==> src/rtl/uart_tx_pkg.sv <==
`timescale 1ns/1ps
package uart_tx_pkg;

  typedef enum logic [2:0] {
    ST_IDLE,
    ST_LEAD,
    ST_START,
    ST_DATA,
    ST_STOP,
    ST_LAG
  } tx_state_e;

  // Sample ticks per serial bit for the chosen oversampling rate.
  function automatic int unsigned samples_per_bit(input logic os8);
    return os8 ? 32'd8 : 32'd16;
  endfunction

  // Ticks from one start bit to the next in a back-to-back stream.
  function automatic int unsigned frame_ticks(input logic os8, input int unsigned data_w);
    return (data_w + 2) * samples_per_bit(os8);
  endfunction

endpackage

==> src/rtl/uart_tx_hold.sv <==
`timescale 1ns/1ps
module uart_tx_hold #(
  parameter int DATA_W = 8
) (
  input  logic              clk,
  input  logic              rst_n,
  input  logic              wr_valid,
  input  logic [DATA_W-1:0] wr_data,
  input  logic              take,
  output logic              full,
  output logic [DATA_W-1:0] data
);

  logic wr_acc;

  // Writes land only into an empty register; a hand-off edge still counts as full.
  assign wr_acc = wr_valid && !full;

  always_ff @(posedge clk or negedge rst_n) begin
    if (!rst_n) begin
      full <= 1'b0;
      data <= '0;
    end else if (take) begin
      full <= 1'b0;
    end else if (wr_acc) begin
      full <= 1'b1;
      data <= wr_data;
    end
  end

endmodule

==> src/rtl/uart_cts_sync.sv <==
`timescale 1ns/1ps
module uart_cts_sync #(
  parameter int STAGES = 2
) (
  input  logic clk,
  input  logic rst_n,
  input  logic cts_n,
  input  logic clr,
  output logic cts_s,
  output logic chg
);

  logic [STAGES-1:0] chain;
  logic              prev;
  logic              edge_ev;

  for (genvar g = 0; g < STAGES; g++) begin : g_sync
    if (g == 0) begin : g_first
      always_ff @(posedge clk or negedge rst_n) begin
        if (!rst_n) chain[g] <= 1'b1;
        else        chain[g] <= cts_n;
      end
    end else begin : g_next
      always_ff @(posedge clk or negedge rst_n) begin
        if (!rst_n) chain[g] <= 1'b1;
        else        chain[g] <= chain[g-1];
      end
    end
  end

  assign cts_s   = chain[STAGES-1];
  assign edge_ev = cts_s ^ prev;

  always_ff @(posedge clk or negedge rst_n) begin
    if (!rst_n) begin
      prev <= 1'b1;
      chg  <= 1'b0;
    end else begin
      prev <= cts_s;
      if (edge_ev)  chg <= 1'b1;
      else if (clr) chg <= 1'b0;
    end
  end

endmodule

==> src/rtl/uart_tx_engine.sv <==
`timescale 1ns/1ps
module uart_tx_engine
  import uart_tx_pkg::*;
#(
  parameter int DATA_W = 8,
  parameter int TIME_W = 5
) (
  input  logic              clk,
  input  logic              rst_n,
  input  logic              tick,
  input  logic              os8,
  input  logic              cts_ok,
  input  logic              de_en,
  input  logic [TIME_W-1:0] lead,
  input  logic [TIME_W-1:0] lag,
  input  logic              hold_full,
  input  logic [DATA_W-1:0] hold_data,
  output logic              take,
  output logic              phase_end,
  output logic              tx,
  output logic              de_act,
  output logic              eng_idle
);

  localparam int CNT_W = (TIME_W > 5) ? TIME_W : 5;
  localparam int IDX_W = (DATA_W > 1) ? $clog2(DATA_W) : 1;

  tx_state_e         st, st_nx;
  logic [CNT_W-1:0]  cnt, limit;
  logic [IDX_W-1:0]  idx;
  logic [DATA_W-1:0] sh;
  logic              can_go, use_lead, use_lag, last_bit;

  assign can_go   = hold_full && cts_ok;
  assign use_lead = de_en && (lead != '0);
  assign use_lag  = de_en && (lag != '0);
  assign last_bit = (idx == IDX_W'(DATA_W - 1));

  always_comb begin
    unique case (st)
      ST_LEAD: limit = CNT_W'(lead);
      ST_LAG:  limit = CNT_W'(lag);
      default: limit = CNT_W'(samples_per_bit(os8));
    endcase
  end

  assign phase_end = tick && (st != ST_IDLE) && (cnt == limit - 1'b1);

  always_comb begin
    st_nx = st;
    take  = 1'b0;
    unique case (st)
      ST_IDLE: if (can_go) begin
        take  = 1'b1;
        st_nx = use_lead ? ST_LEAD : ST_START;
      end
      ST_LEAD:  if (phase_end) st_nx = ST_START;
      ST_START: if (phase_end) st_nx = ST_DATA;
      ST_DATA:  if (phase_end && last_bit) st_nx = ST_STOP;
      ST_STOP: if (phase_end) begin
        if (can_go) begin
          take  = 1'b1;
          st_nx = ST_START;
        end else begin
          st_nx = use_lag ? ST_LAG : ST_IDLE;
        end
      end
      ST_LAG: begin
        if (can_go) begin
          take  = 1'b1;
          st_nx = ST_START;
        end else if (phase_end) begin
          st_nx = ST_IDLE;
        end
      end
      default: st_nx = ST_IDLE;
    endcase
  end

  always_ff @(posedge clk or negedge rst_n) begin
    if (!rst_n) begin
      st  <= ST_IDLE;
      cnt <= '0;
      idx <= '0;
      sh  <= '0;
    end else begin
      st <= st_nx;
      if (st_nx != st || phase_end) cnt <= '0;
      else if (tick && st != ST_IDLE) cnt <= cnt + 1'b1;
      if (st == ST_START) idx <= '0;
      else if (st == ST_DATA && phase_end) idx <= idx + 1'b1;
      if (take) sh <= hold_data;
      else if (st == ST_DATA && phase_end) sh <= sh >> 1;
    end
  end

  always_comb begin
    unique case (st)
      ST_START: tx = 1'b0;
      ST_DATA:  tx = sh[0];
      default:  tx = 1'b1;
    endcase
  end

  assign de_act   = de_en && (st != ST_IDLE);
  assign eng_idle = (st == ST_IDLE);

endmodule

==> src/rtl/uart_tx_flow.sv <==
`timescale 1ns/1ps
module uart_tx_flow #(
  parameter int DATA_W      = 8,
  parameter int TIME_W      = 5,
  parameter int SYNC_STAGES = 2
) (
  input  logic              clk,
  input  logic              rst_n,
  input  logic              smp_tick,
  input  logic              cfg_os8,
  input  logic              cfg_cts_en,
  input  logic              cfg_de_en,
  input  logic              cfg_de_pol,
  input  logic [TIME_W-1:0] cfg_lead,
  input  logic [TIME_W-1:0] cfg_lag,
  input  logic              wr_valid,
  input  logic [DATA_W-1:0] wr_data,
  input  logic              cts_n,
  input  logic              cts_chg_clr,
  output logic              txe,
  output logic              cts_chg,
  output logic              tx,
  output logic              de
);

  logic              hold_full;
  logic [DATA_W-1:0] hold_data;
  logic              take, phase_end, de_act, eng_idle;
  logic              cts_s, cts_ok;

  uart_tx_hold #(.DATA_W(DATA_W)) i_hold (
    .clk      (clk),
    .rst_n    (rst_n),
    .wr_valid (wr_valid),
    .wr_data  (wr_data),
    .take     (take),
    .full     (hold_full),
    .data     (hold_data)
  );

  uart_cts_sync #(.STAGES(SYNC_STAGES)) i_cts (
    .clk   (clk),
    .rst_n (rst_n),
    .cts_n (cts_n),
    .clr   (cts_chg_clr),
    .cts_s (cts_s),
    .chg   (cts_chg)
  );

  assign cts_ok = !cfg_cts_en || !cts_s;

  uart_tx_engine #(.DATA_W(DATA_W), .TIME_W(TIME_W)) i_eng (
    .clk       (clk),
    .rst_n     (rst_n),
    .tick      (smp_tick),
    .os8       (cfg_os8),
    .cts_ok    (cts_ok),
    .de_en     (cfg_de_en),
    .lead      (cfg_lead),
    .lag       (cfg_lag),
    .hold_full (hold_full),
    .hold_data (hold_data),
    .take      (take),
    .phase_end (phase_end),
    .tx        (tx),
    .de_act    (de_act),
    .eng_idle  (eng_idle)
  );

  assign txe = !hold_full;
  assign de  = cfg_de_pol ? de_act : !de_act;

endmodule

==> config.mk <==
export PLATFORM = sky130hd
export DESIGN_NAME = uart_tx_flow
export DESIGN_NICKNAME = d
export VERILOG_FILES = /design/src/rtl/uart_tx_pkg.sv /design/src/rtl/uart_tx_hold.sv /design/src/rtl/uart_cts_sync.sv /design/src/rtl/uart_tx_engine.sv /design/src/rtl/uart_tx_flow.sv
export SDC_FILE = /design/constraint.sdc
export NUM_CORES = 1
export LEC_CHECK = 0
export ABC_AREA = 1
export BUFFER_PORTS_ARGS = -buffer_cell sky130_fd_sc_hd__buf_4
export CAP_MARGIN = 0
export CORE_MARGIN = 5
export CORE_UTILIZATION = 30
export DETAILED_ROUTE_END_ITERATION = 6
export PLACE_DENSITY = 0.51
export SLEW_MARGIN = 20
export SYNTH_ARGS = -nofsm -noshare
export SYNTH_HDL_FRONTEND = slang
export SYNTH_HIERARCHICAL = 1
export SYNTH_SLANG_ARGS = --single-unit
==> constraint.sdc <==
create_clock -name clk -period 3.67 [get_ports clk]
set_input_delay 0.9175 -clock clk [delete_from_list [all_inputs] [get_ports clk]]
set_output_delay 0.9175 -clock clk [all_outputs]
set_load 0.03 [all_outputs]
### After elaboration in Yosys (flattened, before gate mapping)

Cells that the tools add are included.

* order comparisons: 0
* multipliers: 0
* bitwise operators: 2
* $add $sub $neg: 3
* equal/unequal tests: 8
* shift-type cells: 0
* muxes and demuxes: 28
* reduce and logical (&&, ||, !) cells: 26
* div/mod/pow operators: 0

Operators with widths (number)
* $mux 3: 11
* $pmux 3 s6: 1
* $mux 8: 2
* $mux 5: 3
* $pmux 5 s2: 1
* $reduce_bool 2->1: 5
* $reduce_bool 5->1: 2
* $eq 3x3->1 const B: 3
* $logic_and 1x1->1: 9
* $mux 1: 7
* $eq 3x2->1 const B: 2
* $add 5x1->5 const B: 1
* $eq 5x5->1: 1
* $sub 5x1->5 const B: 1
* $logic_not 1->1: 4
* $pmux 1 s2: 2
* $add 3x1->3 const B: 1
* $eq 3x1->1 const B: 1
* $logic_not 3->1: 1
* $ne 3x3->1: 1
* $reduce_bool 3->1: 1
* $logic_or 1x1->1: 2
* $mux 2: 1
* $reduce_and 2->1: 1
* other kinds (3): 3

* memories kept: 0
* logic and storage cells: 77
* latch bits: 0
* bits of input ports: 28
* output and inout port bits: 4
* RAM bits: 0
* register bits: 32
* memory bits (read-only): 0

### Logic depth before layout (Yosys ltp)

* depth after elaboration: 11
* mapped depth: 21
* depth with buffers taken out: 20

### Modules after synthesis

Netlist, hierarchy kept.

By module, submodules not included
* uart_tx_engine: cells an instance 197, area an instance 1445.1 µm², sequential area each 475.5 µm², instances 1
* uart_tx_hold: cells an instance 38, area an instance 360.3 µm², sequential area each 225.2 µm², instances 1
* uart_cts_sync: cells an instance 11, area an instance 131.4 µm², sequential area each 103.8 µm², instances 1
* uart_tx_flow: cells an instance 7, area an instance 26.3 µm², sequential area each 0.0 µm², instances 1

### Least setup slack after synthesis

Ideal clock, no wire load.

* path kind: input port to flip-flop
* from: input cfg_lag[1]
* to: register i_hold.data[1]
* slack: 0.929 ns
* data required time: 3.553 ns
* arrival: 2.625 ns
* cell stages on the path: 17
* path through: inv_1 > nor2_1 > nor2_4 > ha_1 > xnor2_1 > nor2_2 > nand3_2 > nor2_4 > nand3_4 > nand2_2 > nand2_2 > o21ai_2 > buf_6 > nor2_4 > nand2_4 > nand2_1 > nand2_1

* longest elaborated chain between the ends: 8

Ends and longest elaborated chain
* from (decl): line uart_tx_flow.sv:15 `input logic [TIME_W-1:0] cfg_lag,`
* $pmux 5 s2: line uart_tx_engine.sv:40 `unique case (st)`
* $sub 5x1->5: line uart_tx_engine.sv:47 `assign phase_end = tick && (st != ST_IDLE) && (cnt == limit - 1'b1);`
* $eq 5x5->1: line uart_tx_engine.sv:47
* $logic_and 1x1->1: line uart_tx_engine.sv:47
* $mux 1: line uart_tx_engine.sv:60 `ST_STOP: if (phase_end) begin`
* $pmux 1 s2: line uart_tx_engine.sv:52 `unique case (st)`
* named net take: line uart_tx_flow.sv:28 `logic take, phase_end, de_act, eng_idle;`
* $not 1->1 (no line)
* $reduce_and 2->1 (no line)
* to (signal assigned): line uart_tx_hold.sv:27 `data <= wr_data;`
* to (decl): line uart_tx_hold.sv:11 `output logic [DATA_W-1:0] data`

The timed path passes the listed nets, and every way through them passes these cells.
A chain may end at the register's enable or synchronous reset.

### Worst setup path after layout

* from: register i_eng.st[0]
* to: register i_eng.idx[2]

* longest elaborated chain between the ends: 7

Ends and longest elaborated chain
* from (decl): line uart_tx_engine.sv:28 `tx_state_e st, st_nx;`
* from (signal assigned): line uart_tx_engine.sv:87 `st <= st_nx;`
* $eq 3x3->1 or $eq 3x1->1 (tied branches): line uart_tx_engine.sv:40
* $pmux 5 s2: line uart_tx_engine.sv:40
* $sub 5x1->5: line uart_tx_engine.sv:47
* $eq 5x5->1: line uart_tx_engine.sv:47
* $logic_and 1x1->1: line uart_tx_engine.sv:47
* $logic_and 1x1->1: line uart_tx_engine.sv:91 `else if (st == ST_DATA && phase_end) idx <= idx + 1'b1;`
* $reduce_bool 2->1 (no line)
* to (signal assigned): line uart_tx_engine.sv:91
* to (decl): line uart_tx_engine.sv:30 `logic [IDX_W-1:0] idx;`

Parallel ways exist; a longest one is shown, timed or not.

==> results.txt <==
----------------------------------------------------
[Final layout]
  Highest-count cells in the layout ignoring fill and taps ... sky130_fd_sc_hd__nand2_1, sky130_fd_sc_hd__buf_4, sky130_fd_sc_hd__dfrtp_1, sky130_fd_sc_hd__inv_1, sky130_fd_sc_hd__nand3_1
  Synth-to-Final Area Change ... 18.97%
  Footprint of the flip-flops and latches ... 804.5 µm²
  Most frequent standard cell in the layout excluding fill and tap cells ... sky130_fd_sc_hd__nand2_1
  Fraction of layout cells with a size suffix above 1 ... 0.2797
  Net total in the final layout ... 317
  Number of filler cells placed in the layout ... around 700
  Final antenna diode count ... 0
  Area occupied by multi-input gates ... 0.001001 mm²

[Global route]
  Vias in the first global route ... 1,650
  Total gr overflow ... 0
  Wire length of the first global-routing pass ... 7.279 mm
  Total global routing track utilization ... 0.1070
  Maximum number of pins on one net before global-route repair ... 33
  Antenna violations before repair ... 0

[Die]
  Die outline area ... 0.008247 mm²
  Area inside the core boundary ... 0.006350 mm²
  Initial standard-cell utilization of the core ... 0.3086
  Die width ... roughly 90 µm
  Number of rows created at floorplan ... 29
  # IOs ... 32
  Die Span Y ... 90.82 µm

[Setup path]
  Crit-path cells ... inv_2, nor2_2, nand3_1, nand2_2, inv_2, ha_1, xnor2_1, nor2_2, nand3_2, nor2_4, nand3_4, nor2_2, inv_1, nand2_1, inv_1, a22o_1
  Worst-case register-to-register setup slack ... 0.64 ns
  Worst endpoint required time ... 3.84 ns
  Worst Setup End Kind ... register
  Standard cell with the maximum stage delay on the critical path ... sky130_fd_sc_hd__dfrtp_1
  Most common cell on crit path ... sky130_fd_sc_hd__nor2_2
  Slowest cell delay on critical path ... 0.66 ns
  CP Launch Type ... register
  Critical Path AT ... ~3.2 ns
  Top fanout value on the critical path ... 12
  FF-to-FF path depth ... 16
  Critical register-to-register path startpoint ... i_eng/st[0]$_DFF_PN0_
  Crit Reg-Reg Endpoint ... i_eng/idx[2]$_DFFE_PN0P_
  Start-to-end type of the worst setup path ... register to register

[Job]
  Max_cap viols ... 0

[Clock tree]
  Total setup buffers inserted after CTS ... 0
  TritonCTS clock tree ... built
  Clk sinks ... 32
  CTS Root Cell ... sky130_fd_sc_hd__clkbuf_8
  Number of cells upsized or downsized after cts ... 0
  Reg clk slew, reported paths ... about 0.060 ns
  Bufs on Longest Clock Path ... 2
  Worst-skew pair later-pin latency ... about 0.27 ns
  Clock buffers created by TritonCTS ... 5
  Number of buffers added to fix hold violations after cts ... 0
  Number of H-tree levels ... 2

[Synth]
  Average footprint of a synthesized cell ... 7.775 µm²
  Synthesized instance count ... roughly 250
  Synth warnings ... 6
  Area of the mapped netlist ... around 0.0020 mm²
  Syn_nets ... 284

[Route]
  Via density per instance ... 4.612
  Avg WL per Cell ... 11.41 µm
  Count of vias placed by the detailed router ... 1,674
  Count of unresolved DRC violations after routing ... 0
  Iteration count of the initial detailed-routing pass ... 4
  Detailed router's first-iteration violation count ... 66
  Total Wirelength ... 4.142 mm
  Number of nets with antenna violations after detailed routing ... 0

[Timing]
  Actual slew at the worst max-slew pin ... roughly 0.57 ns
  Period utilization ... 0.8256
  Worst slew slack as a fraction of its limit ... 0.6221
  Final worst path period need ... 3.030 ns
  Fin. Hold Viols ... 0
  Highest Clock Rate ... 330.0 MHz
  Count of pins over their slew limit ... 0
  Final setup vio count ... 0
  Unrepaired setup endpoints after global routing ... no
  Setup Total Neg Slack ... 0 ns
  Clock Skew ... 0.004408 ns
  Hold Worst Slack ... 0.3592 ns

[Placement]
  Routability congestion estimate from global placement ... 0.7881
  Estimated wirelength of the detail-placed design ... 3.250 mm
  Input/output buffers ... 31

[Power and ir drop]
  VDD IR-drop max ... 0.2669 mV
  PwrDens ... around 680 mW/mm²
  Leakage ... 1.203 nW

[Outcome]
  Status ... finished clean

[Worst hold path]
  Hold path startpoint ... i_cts/chain[0]$_DFF_PN1_
  Endpoint, Worst Hold ... i_cts/cts_s$_DFF_PN1_
  Cell depth of the worst hold path ... 0
  Min-delay worst type ... register to register

----------------------------------------------------
-- layout make-up --
cell class | count | area share
multi-input cells | 184 | 0.4294
flip-flops and latches | 32 | 0.3451
repair buffers | 31 | 0.09984
inverters | 31 | 0.04992
well taps | 77 | 0.04133
clock buffers | 8 | 0.03435
-- worst max path at each step --
| stage | startpoint | endpoint | slack, ns | depth (start not counted) |
|---|---|---|---|---|
| 2_1_floorplan | cfg_lag[1] | i_hold/data[1]$_DFFE_PN0P_ | 0.94 | 17 |
| 3_3_place_gp | cfg_lag[0] | i_hold/data[6]$_DFFE_PN0P_ | 0.62 | 18 |
| 3_5_place_dp | cfg_lag[0] | i_eng/idx[2]$_DFFE_PN0P_ | 0.58 | 15 |
| 4_1_cts | i_eng/st[0]$_DFF_PN0_ | i_eng/idx[2]$_DFFE_PN0P_ | 0.64 | 16 |
| 5_1_grt | i_eng/st[0]$_DFF_PN0_ | i_eng/idx[1]$_DFFE_PN0P_ | 0.28 | 16 |
| 6_report | i_eng/st[0]$_DFF_PN0_ | i_eng/idx[2]$_DFFE_PN0P_ | 0.64 | 16 |
-- sequential cells by signal (all words and copies together), names as in the netlist --
register and cells:
i_cts/prev 1, i_eng/idx 3, i_eng/sh 8, i_cts/chain 1
i_cts/cts_s 1, i_hold/full 1, i_hold/data 8, i_eng/st 3
i_cts/chg 1, i_eng/cnt 5
-- through the flow --
stage	cells	power (mW)	area, µm²	utilization	setup WS [ns]
final	363	1.587	2331	0.3671	0.6399
after detailed placement	355	1.356	2251	0.3545	0.5779
after floorplan	252	1.178	1959	-	0.9359
after CTS	363	1.620	2331	0.3671	0.6411
after global routing	363	1.749	2331	0.3671	0.2768
after global placement	355	1.357	2251	0.3545	0.6222
-- where the power goes --
part	switching, mW	internal, mW	leakage [nW]	total [mW]
logic	0.485	0.268	0.768	0.753
registers	0.105	0.476	0.396	0.580
clock network	0.119	0.135	0.0395	0.253
-- worst max-delay path, delay by kind of cell, from the launching register on --
kind | cells | cell delay, ns
AO/OA/AOI/OAI | 1 | 0.17
flip-flops | 1 | 0.66
buffers and inverters | 4 | 0.30
adder cells (fa/ha/maj) | 1 | 0.30
AND/OR/NAND/NOR | 9 | 1.36
XOR/XNOR | 1 | 0.14
-- layer usage --
metal,track usage,vias up,wire (µm)
met5,0,-,0
met4,0.04523,0,97
met3,0.03250,10,198
met2,0.1755,35,1961
met1,0.1292,754,1883
li1,-,875,-
Note: power is estimated with default switching activity, not from simulation.
